==> config.mk <==
export PLATFORM = sky130hd
export DESIGN_NAME = irq_entry_seq
export DESIGN_NICKNAME = d
export VERILOG_FILES = /design/src/rtl/irq_entry_pkg.sv /design/src/rtl/irq_push_mux.sv /design/src/rtl/irq_vec_collect.sv /design/src/rtl/irq_entry_ctrl.sv /design/src/rtl/irq_entry_seq.sv
export SDC_FILE = /design/constraint.sdc
export NUM_CORES = 1
export LEC_CHECK = 0
export BUFFER_PORTS_ARGS = -buffer_cell sky130_fd_sc_hd__buf_2
export CAP_MARGIN = 30
export CORE_ASPECT_RATIO = 1.25
export CORE_UTILIZATION = 52
export DETAILED_ROUTE_END_ITERATION = 8
export PLACE_DENSITY = 0.8
export SYNTH_ARGS = -nofsm -noshare
export SYNTH_HDL_FRONTEND = slang
export SYNTH_SLANG_ARGS = --single-unit
==> constraint.sdc <==
create_clock -name clk -period 3 [get_ports clk]
set_clock_uncertainty 0.2 [all_clocks]
set_input_delay 0.6 -clock clk [delete_from_list [all_inputs] [get_ports clk]]
set_output_delay 0.6 -clock clk [all_outputs]
set_load 0.01 [all_outputs]
==> src/rtl/irq_entry_pkg.sv <==
package irq_entry_pkg;

    localparam int CTX_BYTES = 12;
    localparam int VEC_BYTES = 3;
    localparam int CNT_W     = $clog2(CTX_BYTES + 1);
    localparam int ILM_W     = 3;
    localparam int ILM_LSB   = 13;
    localparam int S_BIT     = 5;
    localparam int BANK_W    = 8;
    localparam int PTR_W     = 16;
    localparam int ADDR_W    = BANK_W + PTR_W;

    // Field order equals push order, most significant byte first.
    typedef struct packed {
        logic [15:0] ps;
        logic [15:0] pc;
        logic [7:0]  pcb;
        logic [7:0]  dtb;
        logic [7:0]  adb;
        logic [7:0]  dpr;
        logic [31:0] acc;
    } ctx_t;

    typedef enum logic [2:0] {
        ST_IDLE,
        ST_CHECK,
        ST_PUSH,
        ST_VEC,
        ST_DONE,
        ST_SVC
    } seq_state_t;

    function automatic logic [7:0] ctx_byte(input ctx_t c, input int unsigned k);
        logic [8*CTX_BYTES-1:0] flat;
        flat = c;
        return flat[8*(CTX_BYTES-1-k) +: 8];
    endfunction

    function automatic logic [15:0] enter_ps(input logic [15:0] ps,
                                             input logic [ILM_W-1:0] lvl);
        logic [15:0] r;
        r = ps;
        r[ILM_LSB +: ILM_W] = lvl;
        r[S_BIT] = 1'b1;
        return r;
    endfunction

endpackage

==> src/rtl/irq_push_mux.sv <==
module irq_push_mux
    import irq_entry_pkg::*;
(
    input  ctx_t             ctx,
    input  logic [CNT_W-1:0] idx,
    output logic [7:0]       byte_out
);
    logic [7:0] lane [CTX_BYTES];

    for (genvar g = 0; g < CTX_BYTES; g++) begin : g_lane
        assign lane[g] = ctx_byte(ctx, g);
    end

    always_comb begin
        byte_out = 8'h00;
        for (int k = 0; k < CTX_BYTES; k++) begin
            if (idx == CNT_W'(k)) byte_out = lane[k];
        end
    end
endmodule

==> src/rtl/irq_vec_collect.sv <==
module irq_vec_collect
    import irq_entry_pkg::*;
(
    input  logic        clk,
    input  logic        rst,
    input  logic        cap,
    input  logic [1:0]  sel,
    input  logic [7:0]  rdata,
    output logic [15:0] pc_vec,
    output logic [7:0]  pcb_vec
);
    logic [7:0] slot [VEC_BYTES];

    for (genvar g = 0; g < VEC_BYTES; g++) begin : g_slot
        always_ff @(posedge clk) begin
            if (rst)                          slot[g] <= 8'h00;
            else if (cap && sel == 2'(g))     slot[g] <= rdata;
        end
    end

    assign pc_vec  = {slot[1], slot[0]};
    assign pcb_vec = slot[2];
endmodule

==> src/rtl/irq_entry_ctrl.sv <==
module irq_entry_ctrl
    import irq_entry_pkg::*;
(
    input  logic             clk,
    input  logic             rst,
    input  logic             start,
    input  logic             mode_q,
    input  logic             mem_ack,
    output logic             accept,
    output logic             busy,
    output logic             mem_req,
    output logic             mem_we,
    output logic [CNT_W-1:0] cnt_o,
    output logic             vec_cap,
    output logic             branch,
    output logic             svc_req
);
    localparam logic [CNT_W-1:0] LAST_PUSH = CNT_W'(CTX_BYTES - 1);
    localparam logic [CNT_W-1:0] LAST_VEC  = CNT_W'(VEC_BYTES - 1);

    seq_state_t       st;
    logic [CNT_W-1:0] cnt;

    always_ff @(posedge clk) begin
        if (rst) begin
            st  <= ST_IDLE;
            cnt <= '0;
        end else begin
            case (st)
                ST_IDLE: if (start) begin
                    st  <= ST_CHECK;
                    cnt <= '0;
                end
                ST_CHECK: st <= mode_q ? ST_SVC : ST_PUSH;
                ST_PUSH: if (mem_ack) begin
                    if (cnt == LAST_PUSH) begin
                        st  <= ST_VEC;
                        cnt <= '0;
                    end else begin
                        cnt <= cnt + CNT_W'(1);
                    end
                end
                ST_VEC: if (mem_ack) begin
                    if (cnt == LAST_VEC) st <= ST_DONE;
                    else                 cnt <= cnt + CNT_W'(1);
                end
                default: st <= ST_IDLE;
            endcase
        end
    end

    assign accept  = (st == ST_IDLE) && start;
    assign busy    = (st != ST_IDLE);
    assign mem_req = (st == ST_PUSH) || (st == ST_VEC);
    assign mem_we  = (st == ST_PUSH);
    assign cnt_o   = cnt;
    assign vec_cap = (st == ST_VEC) && mem_ack;
    assign branch  = (st == ST_DONE);
    assign svc_req = (st == ST_SVC);

    // Independent count of completed writes, used only by the checks below.
    logic [CNT_W-1:0] wr_seen;
    always_ff @(posedge clk) begin
        if (rst || accept)                   wr_seen <= '0;
        else if (mem_req && mem_we && mem_ack) wr_seen <= wr_seen + CNT_W'(1);
    end

    assert_svc_nomem_R2: assert property (@(posedge clk) disable iff (rst)
        svc_req |-> (!$past(mem_req) && !mem_req && wr_seen == '0));

    assert_push_count_R3: assert property (@(posedge clk) disable iff (rst)
        branch |-> (wr_seen == CNT_W'(CTX_BYTES)));

    assert_vec_after_push_R4: assert property (@(posedge clk) disable iff (rst)
        (mem_req && !mem_we) |-> (wr_seen == CNT_W'(CTX_BYTES)));

    assert_branch_pulse_R9: assert property (@(posedge clk) disable iff (rst)
        branch |=> (!branch && !busy));
endmodule

==> src/rtl/irq_entry_seq.sv <==
module irq_entry_seq
    import irq_entry_pkg::*;
#(
    parameter int                NUM_W    = 8,
    parameter logic [ADDR_W-1:0] VEC_BASE = 24'hFFFFFC
) (
    input  logic              clk,
    input  logic              rst,
    input  logic              start,
    input  logic [NUM_W-1:0]  irq_num,
    input  logic [ILM_W-1:0]  irq_level,
    input  logic              irq_mode,
    input  logic [15:0]       ps_in,
    input  logic [15:0]       pc_in,
    input  logic [7:0]        pcb_in,
    input  logic [7:0]        dtb_in,
    input  logic [7:0]        adb_in,
    input  logic [7:0]        dpr_in,
    input  logic [31:0]       acc_in,
    input  logic [BANK_W-1:0] ssb_in,
    input  logic [PTR_W-1:0]  ssp_in,
    output logic              mem_req,
    output logic              mem_we,
    output logic [ADDR_W-1:0] mem_addr,
    output logic [7:0]        mem_wdata,
    input  logic [7:0]        mem_rdata,
    input  logic              mem_ack,
    output logic              busy,
    output logic              branch,
    output logic              svc_req,
    output logic [15:0]       pc_out,
    output logic [7:0]        pcb_out,
    output logic [15:0]       ps_out,
    output logic [PTR_W-1:0]  ssp_out
);
    ctx_t              ctx_q;
    logic [BANK_W-1:0] ssb_q;
    logic [PTR_W-1:0]  ssp_q;
    logic [ILM_W-1:0]  lvl_q;
    logic              mode_q;
    logic [ADDR_W-1:0] vec_addr_q;

    logic              accept;
    logic [CNT_W-1:0]  cnt;
    logic              vec_cap;

    always_ff @(posedge clk) begin
        if (rst) begin
            ctx_q      <= '0;
            ssb_q      <= '0;
            ssp_q      <= '0;
            lvl_q      <= '0;
            mode_q     <= 1'b0;
            vec_addr_q <= '0;
        end else if (accept) begin
            ctx_q      <= '{ps: ps_in, pc: pc_in, pcb: pcb_in, dtb: dtb_in,
                            adb: adb_in, dpr: dpr_in, acc: acc_in};
            ssb_q      <= ssb_in;
            ssp_q      <= ssp_in;
            lvl_q      <= irq_level;
            mode_q     <= irq_mode;
            vec_addr_q <= VEC_BASE - (ADDR_W'(irq_num) << 2);
        end
    end

    irq_entry_ctrl u_ctrl (
        .clk     (clk),
        .rst     (rst),
        .start   (start),
        .mode_q  (mode_q),
        .mem_ack (mem_ack),
        .accept  (accept),
        .busy    (busy),
        .mem_req (mem_req),
        .mem_we  (mem_we),
        .cnt_o   (cnt),
        .vec_cap (vec_cap),
        .branch  (branch),
        .svc_req (svc_req)
    );

    irq_push_mux u_push (
        .ctx      (ctx_q),
        .idx      (cnt),
        .byte_out (mem_wdata)
    );

    irq_vec_collect u_vec (
        .clk     (clk),
        .rst     (rst),
        .cap     (vec_cap),
        .sel     (cnt[1:0]),
        .rdata   (mem_rdata),
        .pc_vec  (pc_out),
        .pcb_vec (pcb_out)
    );

    always_comb begin
        if (mem_we) mem_addr = {ssb_q, ssp_q - PTR_W'(cnt) - PTR_W'(1)};
        else        mem_addr = vec_addr_q + ADDR_W'(cnt[1:0]);
    end

    assign ps_out  = enter_ps(ctx_q.ps, lvl_q);
    assign ssp_out = ssp_q - PTR_W'(CTX_BYTES);

    assert_hold_R8: assert property (@(posedge clk) disable iff (rst)
        (mem_req && !mem_ack) |=> (mem_req && $stable(mem_we) &&
                                   $stable(mem_addr) && $stable(mem_wdata)));
endmodule

# Word level (Yosys, flattened, before mapping)
# Memories as Yosys holds them, arrays and structs flattened.
# Cells that the tools add are included.
# totals
regBits	155
ram_bits	24
in_bits	144
output_inout_bits	93
mem_count	1
# classes
add_sub_neg	6
eq_ne	24
mux	40
bitwise	3
reduce_logical	13
# mem_list
memory	depth	word_bits	rd	rd_clocked_by_memory_dff	write_ports	line_no	text
u_vec.slot	3	8	3	0	3	irq_vec_collect.sv:12	logic [7:0] slot [VEC_BYTES];
# op_table
cell	count
$mux 8	15
$add 24x2->24	1
$mux 24	1
$mux 4	5
$mux 3	6
$eq 4x3->1 const B	4
$eq 4x4->1 const B	4
$sub 16x1->16 const B	1
$sub 16x4->16	1
$sub 16x4->16 const B	1
$pmux 3 s4	1
$pmux 4 s3	1
$sub 3x11->12 const A	1
$mux 1	11
$reduce_and 5->1	2
$eq 4x2->1 const B	2
$eq 3x2->1 const B	2
$eq 3x3->1 const B	2
$ne 2x1->1 const B	3
$ne 2x2->1 const B	3
$reduce_bool 3->1	2
$logic_and 1x1->1	5
$add 4x1->4 const B	1
$eq 4x1->1 const B	1
other kinds (8)	10

# Depth between registers and ports, before layout
# depth
depth_word	13
depth_mapped	9
depth_no_buf	8

# Cells and area by module
# A second synthesis with hierarchy kept.
# unflattened
cells_unflattened	861
area_unflattened_um2	8127.8
# modules_own_cells
module	instances	cells_per_inst	area_per_inst_um2
irq_entry_seq	1	588	5550.3
irq_vec_collect	1	68	1068.5
irq_push_mux	1	146	1026.0
irq_entry_ctrl	1	59	483.0

# Least setup slack after synthesis
# No wires, ideal clock.
# synth_timing
path_type	flip-flop to output port
startpoint	register u_ctrl.cnt[0], in the netlist u_ctrl.cnt_o[0]
endpoint	output port mem_addr[12]
t_arrival_ps	2086
required_time_ps	2200
path_slack_ps	114
stages_incl_launch_ff	9
path_buffers	0
path_cell_list	dfxtp_1 -> inv_1 -> ha_1 -> fa_1 -> a21o_1 -> a211oi_2 -> nand3_1 -> xor2_1 -> a21oi_1
# synth_between
elab_chain_len	3
elab_cells_between_ends	4
cone_classes	3 x add/sub; 1 x mux
# synth_lines
item	line_no	text
from (decl)	irq_entry_ctrl.sv:22	logic [CNT_W-1:0] cnt;
from (signal assigned)	irq_entry_ctrl.sv:40	cnt <= cnt + CNT_W'(1);
from (signal assigned)	irq_entry_ctrl.sv:45	else cnt <= cnt + CNT_W'(1);
$sub 16x4->16	irq_entry_seq.sv:99	if (mem_we) mem_addr = {ssb_q, ssp_q - PTR_W'(cnt) - PTR_W'(1)};
$sub 16x1->16	irq_entry_seq.sv:99	
$mux 24 *	irq_entry_seq.sv:99	
to (decl)	irq_entry_seq.sv:24	output logic [ADDR_W-1:0] mem_addr,
# Mark *: on every way between the ends. The rest lies on a longest branch, timed or not.

# Worst setup path after layout
# Same ends and word-level chain as after synthesis.

==> metrics.md <==
| Metric | Value |
|---|---|
| Fillers | 1155 |
| Root buf cell | clkbuf_16 |
| Commonest cells in the netlist | 291 x nand2_1, 182 x a21oi_1, 140 x dfxtp_1 |
| Area growth syn-to-layout | 33.3% |
| Synth area leader | dfxtp_1 |
| Setup Slack @ Placement | 38.9 ps |
| # DRC | 0 |
| Final Cycle Share | 106% |
| Minimum hold slack | 151 ps |
| Actual slew at the worst max-slew pin | 730 ps |
| Die X-Extent | 113 µm |
| R2R Path Start | u_ctrl.st[0] |
| Clk Latency, worst-skew pair | between 400 and 500 ps |
| DR WL/cell | roughly 17 µm |
| Grt ovf | 0 |
| Pwr Density | 886 nW/µm² |
| Yosys cell types | 52 |
| Full die area | 15800 µm² |
| Seq/Total Area, Yosys | 44.2% |
| CTS max path bufs | 2 |
| Placed cell count | 1383 |
| Final nets | 1391 |
| Leakage power | 4.52 nW |
| Largest cells by area after synthesis | dfxtp_1 35%, nand2_1 14%, a21oi_1 11%, edfxtp_1 9.0%, clkbuf_1 3.4% |
| Vias | around 8100 |
| Flops & latches, synth | 164 |
| Cell area after synthesis | approximately 8000 µm² |
| Setup TNS | -1690 ps |
| WP data required | approximately 2200 ps |
| Min-delay worst type | in2reg |
| Final Hold Viols | 0 |
| Die height | roughly 140 µm |
| Vias in the first global route | between 7000 and 8000 |
| Crit-path cells | inv_2 -> ha_4 -> fa_2 -> a21o_1 -> a211oi_2 -> buf_4 -> nand3_2 -> xor2_1 -> a21oi_1 -> buf_2 |
| TritonRoute pass-1 iters | 6 |
| Crit path kind | reg2out |
| Num rows | 50 |
| Syn Area/Cell | approximately 7.7 µm² |
| EDFF count, synth | 24 |
| Drt total wl | about 24 mm |
| Max-slew violations | 0 |
| Largest net degree at the start of global routing | 134 |
| CP Capture Type | primary output |
| Hold Path Depth | 2 |
| Yosys Warn Count | 0 |
| First DRT Iteration DRCs | 633 |
| Crit Path Max Fanout | 4 |
| Initial antenna violation count | 2 |
| Max-slew headroom | 50.7% |
| Critical path startpoint | u_ctrl.cnt_o[0] |
| Critical path launch point type | register |
| Non-Filler Instances | roughly 1400 |
| Max VDD drop | 0.000413 V |
| Post-layout util | a little under three quarters |
| Max_cap viols | 0 |
| Finished Cell Area | 10600 µm² |
| Ys flop type | dfxtp_1 |
| Share of cells above drive strength 1 | about a third |
| Post-synth ARST share | 0% |
| Cell Area, Placed | 9270 µm² |
| Final setup fails | 17 |
| Antenna Nets Post-Route | 0 |
| Crit path arrival time | ~2400 ps |
| Clk sinks | 164 |
| Most frequent cell after synthesis | nand2_1 |
| Min-Delay Endpoint | vec_addr_q[7] |
| First-pass GRT wire length | 36.8 mm |
| CTS tree | done |
| Vias per inst | 5.67 |
| Total Routing Usage GR | 29.7% |
| Violated checks | setup timing |
| Cts bufs inserted | 17 |
| Status | complete, but fails checks |
| FMAX | 315 MHz |
| Max stage delay on crit path | 370 ps |
| Io pins | 237 |
| Overall Power | 9.40 mW |
| Worst Reg2Reg Path Length in Cells | 5 |
| Hold wc startpoint | irq_num[5] |
| Fin worst setup slack | -175 ps |
| RSZ-0062 raised after global routing | true |
| CTS HTree Levels | 4 |
| Post-DP HPWL | between 15 and 20 mm |
| Gpl congestion | 0.882 |
| Starting Density | 53.3% |
| Core area | between 10000 and 15000 µm² |
| Post-synth top area share | 35.2% |
| Reg2Reg Setup Slack | 680 ps |
| I/O Buffers | 235 |
| Worst-path clk slew | approximately 60 ps |
| Slowest CP cell | fa_2 |
| FF-to-FF End | ctx_q[13] |
| Mapped Cells | ~1000 |
| Post-layout minimum cycle time | 3180 ps |
| Post-synth net total | 1187 |
-- what timing repair did --
item	4_1_cts	5_1_grt
setup endpoints to repair	21	31
cloned	3	1
setup buffers	11	3
resized for setup	64	53
hold buffers	0	0
pin swaps	35	21
-- kinds of logic (layout without fill, tap and decap cells) --
logic type	after synthesis	after routing	synth area share, %
DFF	164	164	44.2
xor gates and xnor gates	28	28	3.08
buffers and inverters	120	337	6.50
muxes	2	2	0.267
adders and majority gates	10	10	1.67
other	1	2	0.0471
and+or+nand+nor	435	435	24.4
AOI/OAI and AO/OA	273	273	19.8
-- final cells by class --
| type | count | area [µm²] | area share, % |
|---|---|---|---|
| Sequential cell | 164 | 3530 | 33.3 |
| Antenna cell | 1 | 2.50 | 0.0236 |
| Inverter | 20 | 75.1 | 0.707 |
| Tap cell | 182 | 228 | 2.15 |
| Multi-Input combinational cell | 749 | 4420 | 41.6 |
| Timing Repair Buffer | 285 | 1800 | 16.9 |
| Clock buffer | 18 | 429 | 4.04 |
| Clock inverter | 14 | 135 | 1.27 |
-- worst max-delay path: cells and delay by family (launching register included) --
kind | cells | cell delay (ps)
fa+ha+maj | 2 | 530
simple gates | 1 | 60
buf+inv | 3 | 370
compound gates | 3 | 490
flops | 1 | 340
xor+xnor | 1 | 150
-- placed cells by master (no fill, tap or decap), drive strengths merged, types with 2 or more instances in the layout --
cell type,synthesis,layout
nor2,42,42
xnor2,20,20
or3,3,3
clkinv,0,5
nand2b,23,23
and3,25,25
clkinvlp,0,4
a31oi,8,8
clkbuf,72,19
nor4b,4,4
bufbuf,0,2
dfxtp,140,140
buf,28,282
edfxtp,24,24
nand3b,12,12
nor4,2,2
and3b,7,7
xor2,8,8
a211oi,24,24
bufinv,0,2
a22oi,8,8
nor3b,3,3
inv,20,23
a21o,11,11
a21oi,182,182
o21ai,17,17
nor3,7,7
a221oi,7,7
ha,9,9
nand2,291,291
o32ai,6,6
o221ai,2,2
or4,2,2
nor2b,6,6
nand3,4,4
-- where the power goes --
part / leakage (nW) / switching (mW) / internal, mW
clock network: 0.262 / 0.894 / 1.22
logic: 2.86 / 2.44 / 1.89
registers: 1.40 / 0.345 / 2.61
-- sequential cells by signal, summed over array words and instances (netlist names) --
| register | count |
|---|---|
| lvl_q | 3 |
| ctx_q | 84 |
| u_ctrl.cnt_o | 4 |
| ssp_q | 16 |
| u_vec.slot | 24 |
| ps_out | 12 |
| ssb_q | 8 |
| vec_addr_q | 9 |
| u_ctrl.st | 3 |
| mode_q | 1 |
-- routing by layer --
layer  share of wire [%]  global-route usage [%]
met5               0.053                       0
met4                 4.0                    14.2
met3                 6.4                    6.58
met2                  51                    52.6
met1                  38                    33.5
-- worst max-delay path by stage --
stage | end | slack [ps] | cells after the start
floorplan | mem_addr[12] | 110 | 8
global placement | mem_addr[12] | 80 | 10
detailed placement | mem_wdata[5] | 40 | 9
CTS | mem_addr[12] | -200 | 10
global route | mem_addr[12] | -300 | 10
finish | mem_addr[12] | -180 | 10
Note: power is estimated with default switching activity, not from simulation.
